`config.mk`:
```
export PLATFORM = sky130hd
export DESIGN_NAME = dma_unit_engine
export DESIGN_NICKNAME = d
export VERILOG_FILES = /design/src/rtl/dma_unit_pkg.sv /design/src/rtl/dma_addr_step.sv /design/src/rtl/dma_lane_rotate.sv /design/src/rtl/dma_unit_fsm.sv /design/src/rtl/dma_unit_engine.sv
export SDC_FILE = /design/constraint.sdc
export NUM_CORES = 1
export LEC_CHECK = 0
export ABC_AREA = 0
export BUFFER_PORTS_ARGS = -buffer_cell sky130_fd_sc_hd__buf_2
export CAP_MARGIN = 20
export CORE_ASPECT_RATIO = 0.9
export CORE_MARGIN = 2
export CORE_UTILIZATION = 30
export DETAILED_ROUTE_END_ITERATION = 10
export SLEW_MARGIN = 20
export SYNTH_ARGS = -nofsm -noshare
export SYNTH_HDL_FRONTEND = slang
export SYNTH_SLANG_ARGS = --single-unit
```
`constraint.sdc`:
```
create_clock -name clk -period 5.2 [get_ports clk]
set_input_delay 0.52 -clock clk [delete_from_list [all_inputs] [get_ports clk]]
set_output_delay 0.52 -clock clk [all_outputs]
set_load 0.05 [all_outputs]
```
`src/rtl/dma_unit_pkg.sv`:
```
`timescale 1ns/1ps
package dma_unit_pkg;
   typedef enum logic [1:0] {
      ADJ_INC     = 2'd0,
      ADJ_DEC     = 2'd1,
      ADJ_HOLD    = 2'd2,
      ADJ_INC_RLD = 2'd3
   } adj_e;

   typedef enum logic [1:0] {
      PH_IDLE  = 2'd0,
      PH_READ  = 2'd1,
      PH_WRITE = 2'd2
   } phase_e;
endpackage

```
`src/rtl/dma_addr_step.sv`:
```
`timescale 1ns/1ps
module dma_addr_step
   import dma_unit_pkg::*;
#(
   parameter int ADDR_W = 32,
   parameter bit IS_SRC = 1'b1
) (
   input  logic [ADDR_W-1:0] addr_i,
   input  logic              wide_i,
   input  adj_e              adj_i,
   output logic [ADDR_W-1:0] aligned_o,
   output logic [ADDR_W-1:0] next_o,
   output logic              err_o
);
   logic [ADDR_W-1:0] stride;

   assign stride    = wide_i ? ADDR_W'(4) : ADDR_W'(2);
   assign aligned_o = wide_i ? {addr_i[ADDR_W-1:2], 2'b00}
                             : {addr_i[ADDR_W-1:1], 1'b0};

   generate
      if (IS_SRC) begin : g_src
         always_comb begin
            err_o = 1'b0;
            case (adj_i)
               ADJ_INC:  next_o = addr_i + stride;
               ADJ_DEC:  next_o = addr_i - stride;
               ADJ_HOLD: next_o = addr_i;
               default: begin
                  next_o = addr_i;
                  err_o  = 1'b1;
               end
            endcase
         end
      end else begin : g_dst
         always_comb begin
            err_o = 1'b0;
            case (adj_i)
               ADJ_DEC:  next_o = addr_i - stride;
               ADJ_HOLD: next_o = addr_i;
               default:  next_o = addr_i + stride;
            endcase
         end
      end
   endgenerate
endmodule

```
`src/rtl/dma_lane_rotate.sv`:
```
`timescale 1ns/1ps
module dma_lane_rotate #(
   parameter int DATA_W = 32
) (
   input  logic [DATA_W-1:0] latch_i,
   input  logic              wide_i,
   input  logic [1:0]        lane_i,
   output logic [DATA_W-1:0] wdata_o
);
   localparam int LANES = 4;
   localparam int HALF  = 16;

   logic [DATA_W-1:0] rot [LANES];

   generate
      for (genvar k = 0; k < LANES; k++) begin : g_rot
         logic [2*DATA_W-1:0] dbl;
         assign dbl    = {latch_i, latch_i} >> (8 * k);
         assign rot[k] = dbl[DATA_W-1:0];
      end
   endgenerate

   assign wdata_o = wide_i ? latch_i
                           : {{(DATA_W-HALF){1'b0}}, rot[lane_i][HALF-1:0]};
endmodule

```
`src/rtl/dma_unit_fsm.sv`:
```
`timescale 1ns/1ps
module dma_unit_fsm
   import dma_unit_pkg::*;
(
   input  logic clk,
   input  logic rst_n,
   input  logic step_req,
   input  logic src_hi,
   input  logic bus_ready,
   output logic capture,
   output logic rd_valid,
   output logic wr_valid,
   output logic rd_fire,
   output logic wr_fire,
   output logic busy
);
   phase_e ph, ph_nxt;

   assign capture  = (ph == PH_IDLE) && step_req;
   assign rd_valid = (ph == PH_READ) && src_hi;
   assign wr_valid = (ph == PH_WRITE);
   assign rd_fire  = rd_valid && bus_ready;
   assign wr_fire  = wr_valid && bus_ready;
   assign busy     = (ph != PH_IDLE);

   always_comb begin
      ph_nxt = ph;
      case (ph)
         PH_IDLE:  if (step_req) ph_nxt = PH_READ;
         PH_READ:  if (!src_hi || bus_ready) ph_nxt = PH_WRITE;
         PH_WRITE: if (bus_ready) ph_nxt = PH_IDLE;
         default:  ph_nxt = PH_IDLE;
      endcase
   end

   always_ff @(posedge clk or negedge rst_n) begin
      if (!rst_n) ph <= PH_IDLE;
      else        ph <= ph_nxt;
   end
endmodule

```
`src/rtl/dma_unit_engine.sv`:
```
`timescale 1ns/1ps
module dma_unit_engine
   import dma_unit_pkg::*;
#(
   parameter int ADDR_W = 32,
   parameter int DATA_W = 32,
   parameter int CNT_W  = 14,
   parameter logic [ADDR_W-1:0] SRC_FLOOR = ADDR_W'(32'h0200_0000)
) (
   input  logic              clk,
   input  logic              rst_n,
   input  logic              step_req,
   input  logic              cfg_wide,
   input  logic [1:0]        cfg_src_adj,
   input  logic [1:0]        cfg_dst_adj,
   input  logic              cfg_irq_en,
   input  logic              cfg_repeat,
   input  logic [ADDR_W-1:0] src_in,
   input  logic [ADDR_W-1:0] dst_in,
   input  logic [CNT_W-1:0]  cnt_in,
   output logic              bus_req_valid,
   output logic              bus_req_write,
   output logic              bus_req_wide,
   output logic [ADDR_W-1:0] bus_req_addr,
   output logic [DATA_W-1:0] bus_req_wdata,
   input  logic              bus_req_ready,
   input  logic [DATA_W-1:0] bus_rdata,
   output logic              busy,
   output logic              done,
   output logic [ADDR_W-1:0] src_out,
   output logic [ADDR_W-1:0] dst_out,
   output logic [CNT_W-1:0]  cnt_out,
   output logic              blk_end,
   output logic              irq,
   output logic              en_clr,
   output logic              src_adj_err
);
   localparam int HALF = 16;
   localparam logic [CNT_W-1:0] CNT_ONE = CNT_W'(1);

   generate
      if (DATA_W != 32) begin : g_bad_data
         $error("dma_unit_engine: DATA_W must be 32");
      end
      if (CNT_W < 2 || CNT_W > 16) begin : g_bad_cnt
         $error("dma_unit_engine: CNT_W must be 2..16");
      end
      if (ADDR_W < 8 || ADDR_W > 32) begin : g_bad_addr
         $error("dma_unit_engine: ADDR_W must be 8..32");
      end
   endgenerate

   // captured step context
   logic              wide_q, irq_en_q, rep_q;
   adj_e              sadj_q, dadj_q;
   logic [ADDR_W-1:0] src_q, dst_q;
   logic [CNT_W-1:0]  cnt_q;
   logic [DATA_W-1:0] latch_q;

   logic              capture, rd_valid, wr_valid, rd_fire, wr_fire;
   logic [ADDR_W-1:0] src_al, src_nx, dst_al, dst_nx;
   logic              src_err, dst_err, src_hi, last_unit;
   logic [DATA_W-1:0] wdata_rot;

   dma_unit_fsm u_fsm (
      .clk       (clk),
      .rst_n     (rst_n),
      .step_req  (step_req),
      .src_hi    (src_hi),
      .bus_ready (bus_req_ready),
      .capture   (capture),
      .rd_valid  (rd_valid),
      .wr_valid  (wr_valid),
      .rd_fire   (rd_fire),
      .wr_fire   (wr_fire),
      .busy      (busy)
   );

   dma_addr_step #(.ADDR_W(ADDR_W), .IS_SRC(1'b1)) u_src_step (
      .addr_i    (src_q),
      .wide_i    (wide_q),
      .adj_i     (sadj_q),
      .aligned_o (src_al),
      .next_o    (src_nx),
      .err_o     (src_err)
   );

   dma_addr_step #(.ADDR_W(ADDR_W), .IS_SRC(1'b0)) u_dst_step (
      .addr_i    (dst_q),
      .wide_i    (wide_q),
      .adj_i     (dadj_q),
      .aligned_o (dst_al),
      .next_o    (dst_nx),
      .err_o     (dst_err)
   );

   dma_lane_rotate #(.DATA_W(DATA_W)) u_rot (
      .latch_i (latch_q),
      .wide_i  (wide_q),
      .lane_i  (dst_al[1:0]),
      .wdata_o (wdata_rot)
   );

   assign src_hi    = (src_al >= SRC_FLOOR);
   assign last_unit = (cnt_q == CNT_ONE);

   assign bus_req_valid = rd_valid || wr_valid;
   assign bus_req_write = wr_valid;
   assign bus_req_wide  = bus_req_valid && wide_q;
   assign bus_req_addr  = wr_valid ? dst_al : (rd_valid ? src_al : '0);
   assign bus_req_wdata = wr_valid ? wdata_rot : '0;

   always_ff @(posedge clk or negedge rst_n) begin
      if (!rst_n) begin
         wide_q   <= 1'b0;
         irq_en_q <= 1'b0;
         rep_q    <= 1'b0;
         sadj_q   <= ADJ_INC;
         dadj_q   <= ADJ_INC;
         src_q    <= '0;
         dst_q    <= '0;
         cnt_q    <= '0;
      end else if (capture) begin
         wide_q   <= cfg_wide;
         irq_en_q <= cfg_irq_en;
         rep_q    <= cfg_repeat;
         sadj_q   <= adj_e'(cfg_src_adj);
         dadj_q   <= adj_e'(cfg_dst_adj);
         src_q    <= src_in;
         dst_q    <= dst_in;
         cnt_q    <= cnt_in;
      end
   end

   always_ff @(posedge clk or negedge rst_n) begin
      if (!rst_n) begin
         latch_q <= '0;
      end else if (rd_fire) begin
         latch_q <= wide_q ? bus_rdata
                           : {{(DATA_W-HALF){1'b0}}, bus_rdata[HALF-1:0]};
      end
   end

   always_ff @(posedge clk or negedge rst_n) begin
      if (!rst_n) begin
         src_out     <= '0;
         dst_out     <= '0;
         cnt_out     <= '0;
         done        <= 1'b0;
         blk_end     <= 1'b0;
         irq         <= 1'b0;
         en_clr      <= 1'b0;
         src_adj_err <= 1'b0;
      end else begin
         done        <= wr_fire;
         blk_end     <= wr_fire && last_unit;
         irq         <= wr_fire && last_unit && irq_en_q;
         en_clr      <= wr_fire && last_unit && !rep_q;
         src_adj_err <= wr_fire && (src_err || dst_err);
         if (wr_fire) begin
            src_out <= src_nx;
            dst_out <= dst_nx;
            cnt_out <= cnt_q - CNT_ONE;
         end
      end
   end
endmodule

```
==> results.json <==
{
  "drv_slew": 0,
  "final_cell_mix": "buf_2, nand2_1, dfrtp_1",
  "die_w_um": 218.0,
  "cts.sinks": 202,
  "critPathLaunchType": "flop",
  "vias_per_cell": 5.226,
  "cts-root-buf": "clkbuf_16",
  "regArea_sq_mm": 0.005056,
  "avgSynthCellArea_sq_um": 9.164,
  "syn_nets": 1480,
  "setup_tns_ns": 0,
  "fmax_mhz": 273.5,
  "fillers": 4213,
  "synth-seq-cells": 202,
  "htreeDepth": 1,
  "hp-class": "in2reg",
  "clock_latency_ns": 0.53,
  "rsz0062_at_grt": "false",
  "p_switching_w": 0.005915,
  "cp_max_fo": 33,
  "tritoncts": "built",
  "synthArstFlopShare_pct": 100.0,
  "wl_per_cell_um": 19.98,
  "antenna_found_initial": 3,
  "final.period_utilization_pct": 70.31,
  "clkPwrFrac_pct": 15.1,
  "cts_buffer_depth": 3,
  "via_count": 10927,
  "internal_power_w": 0.005089,
  "netlist_instances": 1349,
  "numCtsBuffers": 25,
  "synth.distinct_cells": 91,
  "synth_flop_cell": "dfrtp_1",
  "die_area_sq_mm": 0.04285,
  "drive_above_1_share_pct": 30.45,
  "drc_errors": 0,
  "firstDrtPassIters": 5,
  "grt.total_usage_pct": 19.02,
  "grt.overflow.total": 0,
  "instances_no_fill": 2091,
  "layout.nets": 1664,
  "dp_hpwl_um": 30840,
  "drtIter0Drc": 1016,
  "finish.utilization_pct": 36.08,
  "drt-total-wl_um": 41780,
  "clock_skew_ns": 0.009827,
  "switching_share_pct": 53.75,
  "combPwrFrac_pct": 52.4,
  "max_slew.worst_pin.slew_ns": 1.116,
  "io_pins": 272,
  "path_class": "reg2reg",
  "antenna_left": 0,
  "finalSetupViolCount": 0,
  "path_clk_slew_ns": 0.06,
  "core.rowCount": 70,
  "design.core.area_sq_mm": 0.04064,
  "worstPathRequired_ns": 5.61,
  "synth-edff-count": 0,
  "placedCellCount": 2045,
  "p_seq_share_pct": 32.5,
  "initial_core_util_pct": 30.42,
  "grt_pass1_wl_um": 63410,
  "place_congestion": 0.8998,
  "maxCapViolations": 0,
  "grt_pass1_vias": 10239,
  "yosysWarnings": 0,
  "syn_area_sq_mm": 0.01236,
  "synth-seq-area-share_pct": 40.89,
  "arrival_ns": 4.07,
  "grt_max_degree": 176,
  "max-slew-margin-rel_pct": 24.90,
  "ir_drop_mv": 0.3497,
  "layout_min_cycle_time_ns": 3.656,
  "p_leak_nw": 6.326,
  "multi_input_area_sq_mm": 0.006593,
  "power.density_mw_per_mm2": 750.4,
  "hold_viol_final": 0,
  "end_kind": "flop",
  "placement.io_buffers": 270,
  "final_common_cell": "buf_2",
  "die_y_um": 196.6,
  "area_growth_syn_to_layout_pct": 18.62,
  "status": "completed"
}
power groups by stage:
stage	Clock, W	Combinational, W	Sequential (W)
after global routing	0.00178	0.00617	0.00371
after global placement	0	0.00572	0.00355
after floorplan	0	0.00416	0.00364
after CTS	0.00172	0.00580	0.00355
final	0.00167	0.00576	0.00357
after detailed placement	0	0.00578	0.00357
per-stage QoR:
step	power [W]	hold WS, ns	setup slack, ns	instance area, sq um
2_1_floorplan	0.007793	0.2244	1.849	12360
3_3_place_gp	0.009274	0.4165	1.454	13840
3_5_place_dp	0.009344	0.4205	1.382	13870
4_1_cts	0.01106	0.1693	1.069	14650
5_1_grt	0.01167	0.1698	1.296	14660
6_report	0.01100	0.1901	1.544	14660
worst max-delay path, cell delays in order (launching register included):
cell	delay [ns]
dfrtp_1	1.04
nor2b_1	0.82
a32oi_1	0.37
o311ai_2	0.50
o2111ai_1	0.21
and4_1	0.24
or3_1	0.36
final timing paths:
check	from	endpoint	slack [ns]	depth (start not counted)
min reg2reg	rep_q	en_clr	0.42	1
min in group asynchronous	rst_n	latch_q[11]	0.45	2
max	dadj_q[0]	dst_out[24]	1.54	6
max reg2reg	dadj_q[0]	dst_out[24]	1.54	6
max in group asynchronous	rst_n	dst_q[29]	3.46	3
min	cfg_wide	wide_q	0.19	3
kinds of logic after synthesis:
family / count (synthesis) / share of synthesized area [%]
compound gates: 300 / 16.52
xor+xnor: 71 / 5.091
fa+ha+maj: 10 / 1.012
buf+inv: 141 / 5.921
flops: 202 / 40.89
mux: 109 / 9.909
other cells: 1 / 0.03034
simple gates: 515 / 20.63
synth_stat cells, types with 16 or more instances:
library cell / instances / share of area, %
xnor2_1: 54 / 3.8
and3_1: 30 / 1.5
nand2_1: 207 / 6.3
a22o_1: 31 / 2.2
nor3_1: 33 / 1.3
a21oi_1: 45 / 1.8
nand3_1: 28 / 1.1
nor2_1: 90 / 2.7
nand4_1: 22 / 1.1
clkbuf_1: 81 / 2.5
a31oi_1: 16 / 0.81
nor4_1: 27 / 1.4
mux2_2: 96 / 8.7
xor2_1: 16 / 1.1
dfrtp_1: 202 / 41
o21ai_1: 30 / 1.2
o21ai_0: 94 / 3.8
registers in the layout, indices dropped and copies added (netlist names), 2 cells and up:
| name | count |
|---|---|
| dst_out | 32 |
| dst_q | 32 |
| latch_q | 32 |
| src_out | 32 |
| src_q | 32 |
| cnt_out | 14 |
| cnt_q | 14 |
| dadj_q | 2 |
| sadj_q | 2 |
| u_fsm.ph | 2 |
final cells by class:
class | count | area share [%]
inverters | 12 | 0.3072
clock buffers | 35 | 5.000
diodes | 4 | 0.06826
repair buffers | 286 | 10.33
multi-input cells | 1006 | 44.96
well taps | 540 | 4.607
clock inverters | 6 | 0.2474
flip-flops and latches | 202 | 34.48
layer usage:
layer	vias to the layer above	routed length [um]	GRT usage, %
met3	51	2387	2.855
li1	5183	-	-
met5	-	0	0
met1	5300	19070	27.41
met4	0	1182	5.896
met2	393	19140	29.27
what timing repair did:
action | 4_1_cts | 5_1_grt
endpoints found under the hold margin | 27 | 0
hold buffers | 1 | 0
setup buffers | 0 | 0
gates resized for setup | 0 | 0
Power figures use the tool's default switching activity.
